<file path="config.mk">
export PLATFORM = sky130hd
export DESIGN_NAME = sensor_bus_slave
export DESIGN_NICKNAME = d
export VERILOG_FILES = /design/src/rtl/sbs_pkg.sv /design/src/rtl/sbs_sync.sv /design/src/rtl/sbs_irq_gen.sv /design/src/rtl/sbs_frame_rx.sv /design/src/rtl/sensor_bus_slave.sv
export SDC_FILE = /design/constraint.sdc
export NUM_CORES = 1
export LEC_CHECK = 0
export ABC_AREA = 1
export ABC_CLOCK_PERIOD_IN_PS = 1400
export CAP_MARGIN = 20
export CORE_ASPECT_RATIO = 0.6
export CORE_MARGIN = 5
export CORE_UTILIZATION = 41
export CTS_CLUSTER_SIZE = 12
export DETAILED_ROUTE_END_ITERATION = 12
export SETUP_SLACK_MARGIN = 0.05
export SYNTH_ARGS = -nofsm -noshare
export SYNTH_HDL_FRONTEND = slang
export SYNTH_SLANG_ARGS = --single-unit
</file>
<file path="constraint.sdc">
create_clock -name clk -period 1.4 [get_ports clk]
set_input_delay 0.35 -clock clk [delete_from_list [all_inputs] [get_ports clk]]
set_output_delay 0.35 -clock clk [all_outputs]
set_load 0.05 [all_outputs]
</file>
<file path="src/rtl/sbs_pkg.sv">
package sbs_pkg;
   typedef enum logic [1:0] {
      ST_SLEEP = 2'd0,
      ST_SRQ   = 2'd1,
      ST_RX    = 2'd2,
      ST_SEL   = 2'd3
   } sbs_state_e;
endpackage

</file>
<file path="src/rtl/sbs_sync.sv">
module sbs_sync #(
   parameter int          W       = 1,
   parameter int          STAGES  = 2,
   parameter logic [W-1:0] RST_VAL = '0
) (
   input  logic         clk,
   input  logic         rst_n,
   input  logic [W-1:0] d_i,
   output logic [W-1:0] q_o
);
   if (STAGES < 2) begin : g_bad_stages
      $error("sbs_sync: STAGES must be at least 2");
   end

   logic [W-1:0] stg [STAGES];

   always_ff @(posedge clk or negedge rst_n) begin
      if (!rst_n) begin
         for (int i = 0; i < STAGES; i++) stg[i] <= RST_VAL;
      end else begin
         stg[0] <= d_i;
         for (int i = 1; i < STAGES; i++) stg[i] <= stg[i-1];
      end
   end

   assign q_o = stg[STAGES-1];
endmodule

</file>
<file path="src/rtl/sbs_irq_gen.sv">
module sbs_irq_gen #(
   parameter int IRQ_CYC = 8
) (
   input  logic clk,
   input  logic rst_n,
   input  logic irq_i,
   input  logic en_i,
   output logic active_o
);
   if (IRQ_CYC < 1) begin : g_bad_len
      $error("sbs_irq_gen: IRQ_CYC must be at least 1");
   end

   localparam int CW = $clog2(IRQ_CYC + 1);
   localparam logic [CW-1:0] LOAD = CW'(IRQ_CYC);

   logic [CW-1:0] cnt_q;

   always_ff @(posedge clk or negedge rst_n) begin
      if (!rst_n)              cnt_q <= '0;
      else if (irq_i && en_i)  cnt_q <= LOAD;
      else if (cnt_q != '0)    cnt_q <= cnt_q - 1'b1;
   end

   assign active_o = (cnt_q != '0);

   // a masked event never starts a pulse
   assert_irq_masked_R10: assert property (@(posedge clk) disable iff (!rst_n)
      $rose(active_o) |-> $past(en_i && irq_i));
   // a running pulse only ends after counting down, never restarts by itself
   assert_irq_hold_R9: assert property (@(posedge clk) disable iff (!rst_n)
      (active_o && !(irq_i && en_i) && cnt_q > 1) |=> active_o);
endmodule

</file>
<file path="src/rtl/sbs_frame_rx.sv">
module sbs_frame_rx
   import sbs_pkg::*;
#(
   parameter int CHIP_W = 4,
   parameter int SEL_W  = 4
) (
   input  logic              clk,
   input  logic              rst_n,
   input  logic              clk_s,
   input  logic              data_s,
   input  logic              quiet_i,
   input  logic              srq_i,
   input  logic [CHIP_W-1:0] chip_addr_i,
   output sbs_state_e        st_o,
   output logic [SEL_W-1:0]  sel_o
);
   localparam int FRAME_W = CHIP_W + SEL_W;
   localparam int CNT_W   = $clog2(FRAME_W + 1);
   localparam logic [CNT_W-1:0] LAST = CNT_W'(FRAME_W - 1);

   sbs_state_e         st_q;
   logic               clk_d, data_d;
   logic [FRAME_W-1:0] shreg_q;
   logic [FRAME_W-1:0] frame_w;
   logic [CNT_W-1:0]   cnt_q;
   logic [SEL_W-1:0]   sel_q;
   logic               clk_rise, clk_fall, data_fall, start;
   logic               bus_quiet;

   assign clk_rise  = clk_s && !clk_d;
   assign clk_fall  = !clk_s && clk_d;
   assign data_fall = !data_s && data_d;
   assign start     = data_fall && clk_s && quiet_i;
   assign bus_quiet = clk_s && data_s && quiet_i;
   assign frame_w   = {shreg_q[FRAME_W-2:0], data_s};

   always_ff @(posedge clk or negedge rst_n) begin
      if (!rst_n) begin
         clk_d  <= 1'b1;
         data_d <= 1'b1;
      end else begin
         clk_d  <= clk_s;
         data_d <= data_s;
      end
   end

   always_ff @(posedge clk or negedge rst_n) begin
      if (!rst_n) begin
         st_q    <= ST_SLEEP;
         cnt_q   <= '0;
         shreg_q <= '0;
         sel_q   <= '0;
      end else if (start) begin
         st_q  <= ST_RX;
         cnt_q <= '0;
      end else begin
         unique case (st_q)
            ST_SLEEP: if (srq_i && bus_quiet) st_q <= ST_SRQ;
            ST_SRQ: if (clk_fall) begin
               st_q  <= ST_RX;
               cnt_q <= '0;
            end
            ST_RX: if (clk_rise) begin
               shreg_q <= frame_w;
               cnt_q   <= cnt_q + 1'b1;
               if (cnt_q == LAST) begin
                  if (frame_w[FRAME_W-1:SEL_W] == chip_addr_i) begin
                     sel_q <= frame_w[SEL_W-1:0];
                     st_q  <= ST_SEL;
                  end else begin
                     st_q  <= ST_SLEEP;
                  end
               end
            end
            ST_SEL: st_q <= ST_SEL;
            default: st_q <= ST_SLEEP;
         endcase
      end
   end

   assign st_o  = st_q;
   assign sel_o = sel_q;

   // a service request is only entered from sleep on a quiet bus
   assert_srq_quiet_R7: assert property (@(posedge clk) disable iff (!rst_n)
      (st_q == ST_SRQ && $past(st_q) != ST_SRQ) |-> $past(st_q == ST_SLEEP && clk_s && data_s));
   // the select only moves on a sampling edge of an open frame
   assert_sel_hold_R4: assert property (@(posedge clk) disable iff (!rst_n)
      !$stable(sel_q) |-> $past(st_q == ST_RX && clk_rise));
   // a falling bus clock ends the service request in one cycle
   assert_srq_release_R8: assert property (@(posedge clk) disable iff (!rst_n)
      (st_q == ST_SRQ && clk_fall) |=> (st_q == ST_RX));
   // a sleeping slave without start never enters the frame or selected state
   assert_sleep_R11: assert property (@(posedge clk) disable iff (!rst_n)
      (st_q == ST_SLEEP && !start) |=> (st_q == ST_SLEEP || st_q == ST_SRQ));
endmodule

</file>
<file path="src/rtl/sensor_bus_slave.sv">
module sensor_bus_slave
   import sbs_pkg::*;
#(
   parameter int CHIP_W      = 4,
   parameter int SEL_W       = 4,
   parameter int SYNC_STAGES = 2,
   parameter int IRQ_CYC     = 8,
   parameter bit FREQ_SYNC   = 1'b0
) (
   input  logic              clk,
   input  logic              rst_n,
   input  logic              bus_clk_i,
   input  logic              bus_data_i,
   output logic              data_pull_o,
   input  logic              freq_i,
   input  logic [CHIP_W-1:0] chip_addr_i,
   input  logic              srq_i,
   input  logic              irq_i,
   input  logic              irq_en_i,
   output logic [SEL_W-1:0]  sel_o,
   output logic              selected_o,
   output logic              awake_o
);
   if (CHIP_W < 1 || SEL_W < 1) begin : g_bad_fields
      $error("sensor_bus_slave: address fields must be non-empty");
   end

   localparam int QUIET_LEN = SYNC_STAGES + 2;

   logic [1:0]           bus_s;
   logic                 freq_w;
   logic                 irq_active;
   logic                 quiet;
   logic [QUIET_LEN-1:0] own_hist_q;
   sbs_state_e           st;

   sbs_sync #(.W(2), .STAGES(SYNC_STAGES), .RST_VAL(2'b11)) u_bus_sync (
      .clk(clk), .rst_n(rst_n), .d_i({bus_clk_i, bus_data_i}), .q_o(bus_s)
   );

   if (FREQ_SYNC) begin : g_freq_sync
      logic [0:0] fq;
      sbs_sync #(.W(1), .STAGES(SYNC_STAGES), .RST_VAL(1'b1)) u_freq_sync (
         .clk(clk), .rst_n(rst_n), .d_i(freq_i), .q_o(fq)
      );
      assign freq_w = fq[0];
   end else begin : g_freq_direct
      assign freq_w = freq_i;
   end

   sbs_frame_rx #(.CHIP_W(CHIP_W), .SEL_W(SEL_W)) u_rx (
      .clk(clk), .rst_n(rst_n),
      .clk_s(bus_s[1]), .data_s(bus_s[0]), .quiet_i(quiet),
      .srq_i(srq_i), .chip_addr_i(chip_addr_i),
      .st_o(st), .sel_o(sel_o)
   );

   sbs_irq_gen #(.IRQ_CYC(IRQ_CYC)) u_irq (
      .clk(clk), .rst_n(rst_n), .irq_i(irq_i), .en_i(irq_en_i),
      .active_o(irq_active)
   );

   assign data_pull_o = irq_active || (st == ST_SRQ) || ((st == ST_SEL) && !freq_w);

   always_ff @(posedge clk or negedge rst_n) begin
      if (!rst_n) own_hist_q <= '0;
      else        own_hist_q <= {own_hist_q[QUIET_LEN-2:0], data_pull_o};
   end

   assign quiet      = (own_hist_q == '0) && !data_pull_o;
   assign selected_o = (st == ST_SEL);
   assign awake_o    = (st != ST_SLEEP);

   // our own recent pull never opens a frame
   assert_own_edge_R12: assert property (@(posedge clk) disable iff (!rst_n)
      ($past(data_pull_o) && st == ST_RX && $past(st) != ST_RX) |-> $past(st) == ST_SRQ);
   // a sleeping slave with no pulse and no request leaves the line alone
   assert_sleep_release_R10: assert property (@(posedge clk) disable iff (!rst_n)
      (st == ST_SLEEP && !irq_active) |-> !data_pull_o);
endmodule

</file>
==> out/metrics.yaml, run 1 <==
grt:
  grtUsageTotal_pct: 13.9
  grt_pass1_vias: 1207
  grt_max_degree: 32
  grt_pass1_wl_um: 5450
  grt-ovfl-total: 0
  antenna_found_initial: 0
placement:
  io_buffer_count: 18
  gp_congestion: 0.749
  detailedPlacementHpwl_um: 2290
  place_area_sq_mm: 0.00203
floorplan:
  die_h_um: 57.6
  fp.dieW_um: 89.3
  initial_core_util_pct: 42.3
  core-area_sq_mm: 0.00366
  rows: 17
  ioPinCount: 19
  die-area_sq_mm: 0.00514
sta:
  tightestPinTransition_ns: 0.187
  finalWorstSetupSlack_ns: -0.394
  period_share_pct: 128
  setup_viol: 20
  drv_slew: 0
  fin_crit_ns: 1.79
  max_freq_ghz: 0.557
  relSlewSlack_pct: 87.5
  hold_viol_final: 0
  rsz0062_at_grt: "true"
  finalClockSkew_ns: 0.00527
pwr:
  ir_drop_mv: 1.20
  switchingPower_mw: 1.58
  pwr-share-clk_pct: 20.8
  total_leakage_power_nw: 1.09
  power.density_mw_per_mm2: 1840
  switching_share_pct: 37.3
  totalPowerFinal_mw: 4.22
  p_int_mw: 2.65
  power_frac_seq_pct: 31.3
  combinationalPowerShare_pct: 47.9
drt:
  route.detailed.drc: 0
  wl_um: 3250
  post_drt_via_cell_ratio: 4.52
  postRouteAntennaNets: 0
  drt_iter0_markers: 29
  avgRoutedWirePerCell_um: 11.9
  num_vias: 1239
  dr.pass1.iters: 4
synthesis:
  syn-num-nets: 196
  ys_top_cells_by_area: "dfrtp_1 40%, nand2_1 13%, dfstp_2 10%"
  ys_types: 26
  yosysTopAreaCell: "dfrtp_1"
  yosysSeqAreaShare_pct: 50.6
  syn_avg_cell_area_sq_um: 8.74
  synth.cell_area_sq_mm: 0.00155
  synth.top_cell.area_share_pct: 40.4
  ys_warn_count: 0
  ys_ff_latch: 31
  netlist_instances: 177
clock_tree:
  root_buffer: "clkbuf_8"
  tritoncts: "done"
  htreeDepth: 2
  clock_latency_ns: 0.28
  cts_buffers: 5
  postCtsHoldBufs: 0
  clock-sinks: 31
  clk_pin_slew_ns: 0.07
  clock_path_buffers: 2
final_layout:
  mostFrequentLayoutCell: "nand2_1"
  fillers: 304
  final_cell_area_sq_mm: 0.00229
  area_growth_pct: 48.0
  final_nets: 245
  final_cell_mix: "45 x nand2_1, 23 x dfrtp_1, 19 x inv_1, 19 x buf_4, 15 x o21ai_1"
  drive_gt1_share_pct: 36.6
  diodes: 0
setup_path:
  cp.arrival_ns: 1.44
  crit_path_max_fanout: 3
  slowest_delay_ns: 0.45
  crit_slowest_cell: "dfrtp_2"
  crit_buf_inv: 2
  end_kind: "output pin"
  crit_path_frequent_cell: "nand2_2"
  crit_path_start_kind: "register"
  critPathTopFamily: "flip-flops"
  critical_path_required_ns: 1.05
  path_class: "reg -> out"
  crit_chain: "ha_4, nand2_2, nand2_2, nor2_4, clkinvlp_4, buf_8"
run_status:
  violations: "setup timing"
  status: "finished with violations"
flow_run:
  max_cap_violations: 0
min_path:
  hold_class: "reg -> reg"
-- routing by layer --
layer  vias to the layer above  GRT usage, %  wire length [um]
li1                        647             -                 -
met1                       568          19.4              1600
met2                        17          19.6              1450
met3                         7          5.05               137
met4                         0          5.10                59
met5                         -             0                 0
-- logic make-up after synthesis --
logic type / share of synthesized area [%]
buf+inv: 7.52
fa+ha+maj: 5.66
compound gates: 7.03
flops: 50.6
simple gates: 28.1
xor+xnor: 1.13
-- final cells by class --
| type | count | area, sq um | area share, % |
|---|---|---|---|
| well taps | 47 | 58.8 | 2.57 |
| clock inverters | 3 | 43.8 | 1.91 |
| multi-input cells | 117 | 733 | 32.0 |
| inverters | 28 | 114 | 4.97 |
| repair buffers | 43 | 487 | 21.2 |
| flip-flops and latches | 31 | 786 | 34.3 |
| clock buffers | 5 | 68.8 | 3.00 |
-- through the flow --
step	TNS [ns]	instances	utilization [%]	worst slack, ns	hold slack [ns]
2_1_floorplan	-2.54	177	-	-0.167	0.0544
3_3_place_gp	-6.36	259	55.4	-0.389	0.347
3_5_place_dp	-6.45	259	55.4	-0.402	0.347
4_1_cts	-5.26	270	60.3	-0.450	0.357
5_1_grt	-8.09	274	62.6	-0.473	0.366
6_report	-5.99	274	62.6	-0.394	0.357
-- cells in the mapped netlist --
master,instances
nand2_4,2
xnor2_1,1
buf_6,1
ha_1,7
nor2_2,1
a31oi_1,1
nand3_1,8
nor2_1,11
nand2_2,2
inv_1,26
or2_2,2
nand4_1,1
nand3_2,1
a21oi_1,1
nor2_4,2
nand2_1,52
o21bai_1,1
inv_2,2
nand3_4,3
dfrtp_1,25
and3_1,1
dfstp_2,6
and2_1,1
o21ai_1,16
o21ai_0,2
xor2_1,1
-- sequential cells by signal, summed over array words and instances (netlist names) --
name            cells
u_rx.st_o           2
u_rx.shreg_q        7
u_rx.sel_o          4
u_rx.clk_d          1
own_hist_q          4
u_rx.data_d         1
u_bus_sync.q_o      2
u_rx.cnt_q          4
u_irq.cnt_q         4
u_bus_sync.stg      2
-- power by group through the flow --
stage | sequential, mW | clock (mW) | combinational (mW)
after global routing | 1.35 | 0.955 | 2.24
after floorplan | 1.30 | 0 | 1.07
after CTS | 1.31 | 0.904 | 1.89
after global placement | 1.30 | 0 | 1.65
final | 1.32 | 0.879 | 2.02
after detailed placement | 1.31 | 0 | 1.71
-- path summary, 6_finish.rpt --
path,slack [ns],from,end,cells past startpoint
worst max-delay path,-0.39,u_rx.st_o[0],data_pull_o,6
worst min-delay path,0.36,u_bus_sync.stg[2],u_bus_sync.q_o[0],0
worst max register to register,-0.35,u_rx.st_o[0],u_rx.st_o[1],11
worst min register to register,0.36,u_bus_sync.stg[2],u_bus_sync.q_o[0],0
max in group asynchronous,0.73,rst_n,u_rx.data_d,2
min in group asynchronous,0.43,rst_n,u_rx.sel_o[3],2
-- timing repair --
item                       CTS  global route
setup buffers                4             3
resized for setup           13            13
cloned                       0             1
setup endpoints to repair   20            23
pin swaps                    3             4
No activity file was read; power rests on OpenSTA's default activity.
==> run 2, diff against run 1 <==
--- a/config.mk
+++ b/config.mk
@@ -11,8 +11,10 @@
 export CORE_ASPECT_RATIO = 0.6
 export CORE_MARGIN = 5
 export CORE_UTILIZATION = 41
+export CTS_BUF_LIST = sky130_fd_sc_hd__clkbuf_8
 export CTS_CLUSTER_SIZE = 12
 export DETAILED_ROUTE_END_ITERATION = 12
+export HOLD_SLACK_MARGIN = 0.08
 export SETUP_SLACK_MARGIN = 0.05
 export SYNTH_ARGS = -nofsm -noshare
 export SYNTH_HDL_FRONTEND = slang
==> results of run 2 <==
Final layout, timing and power as in run 1 (identical DEF).
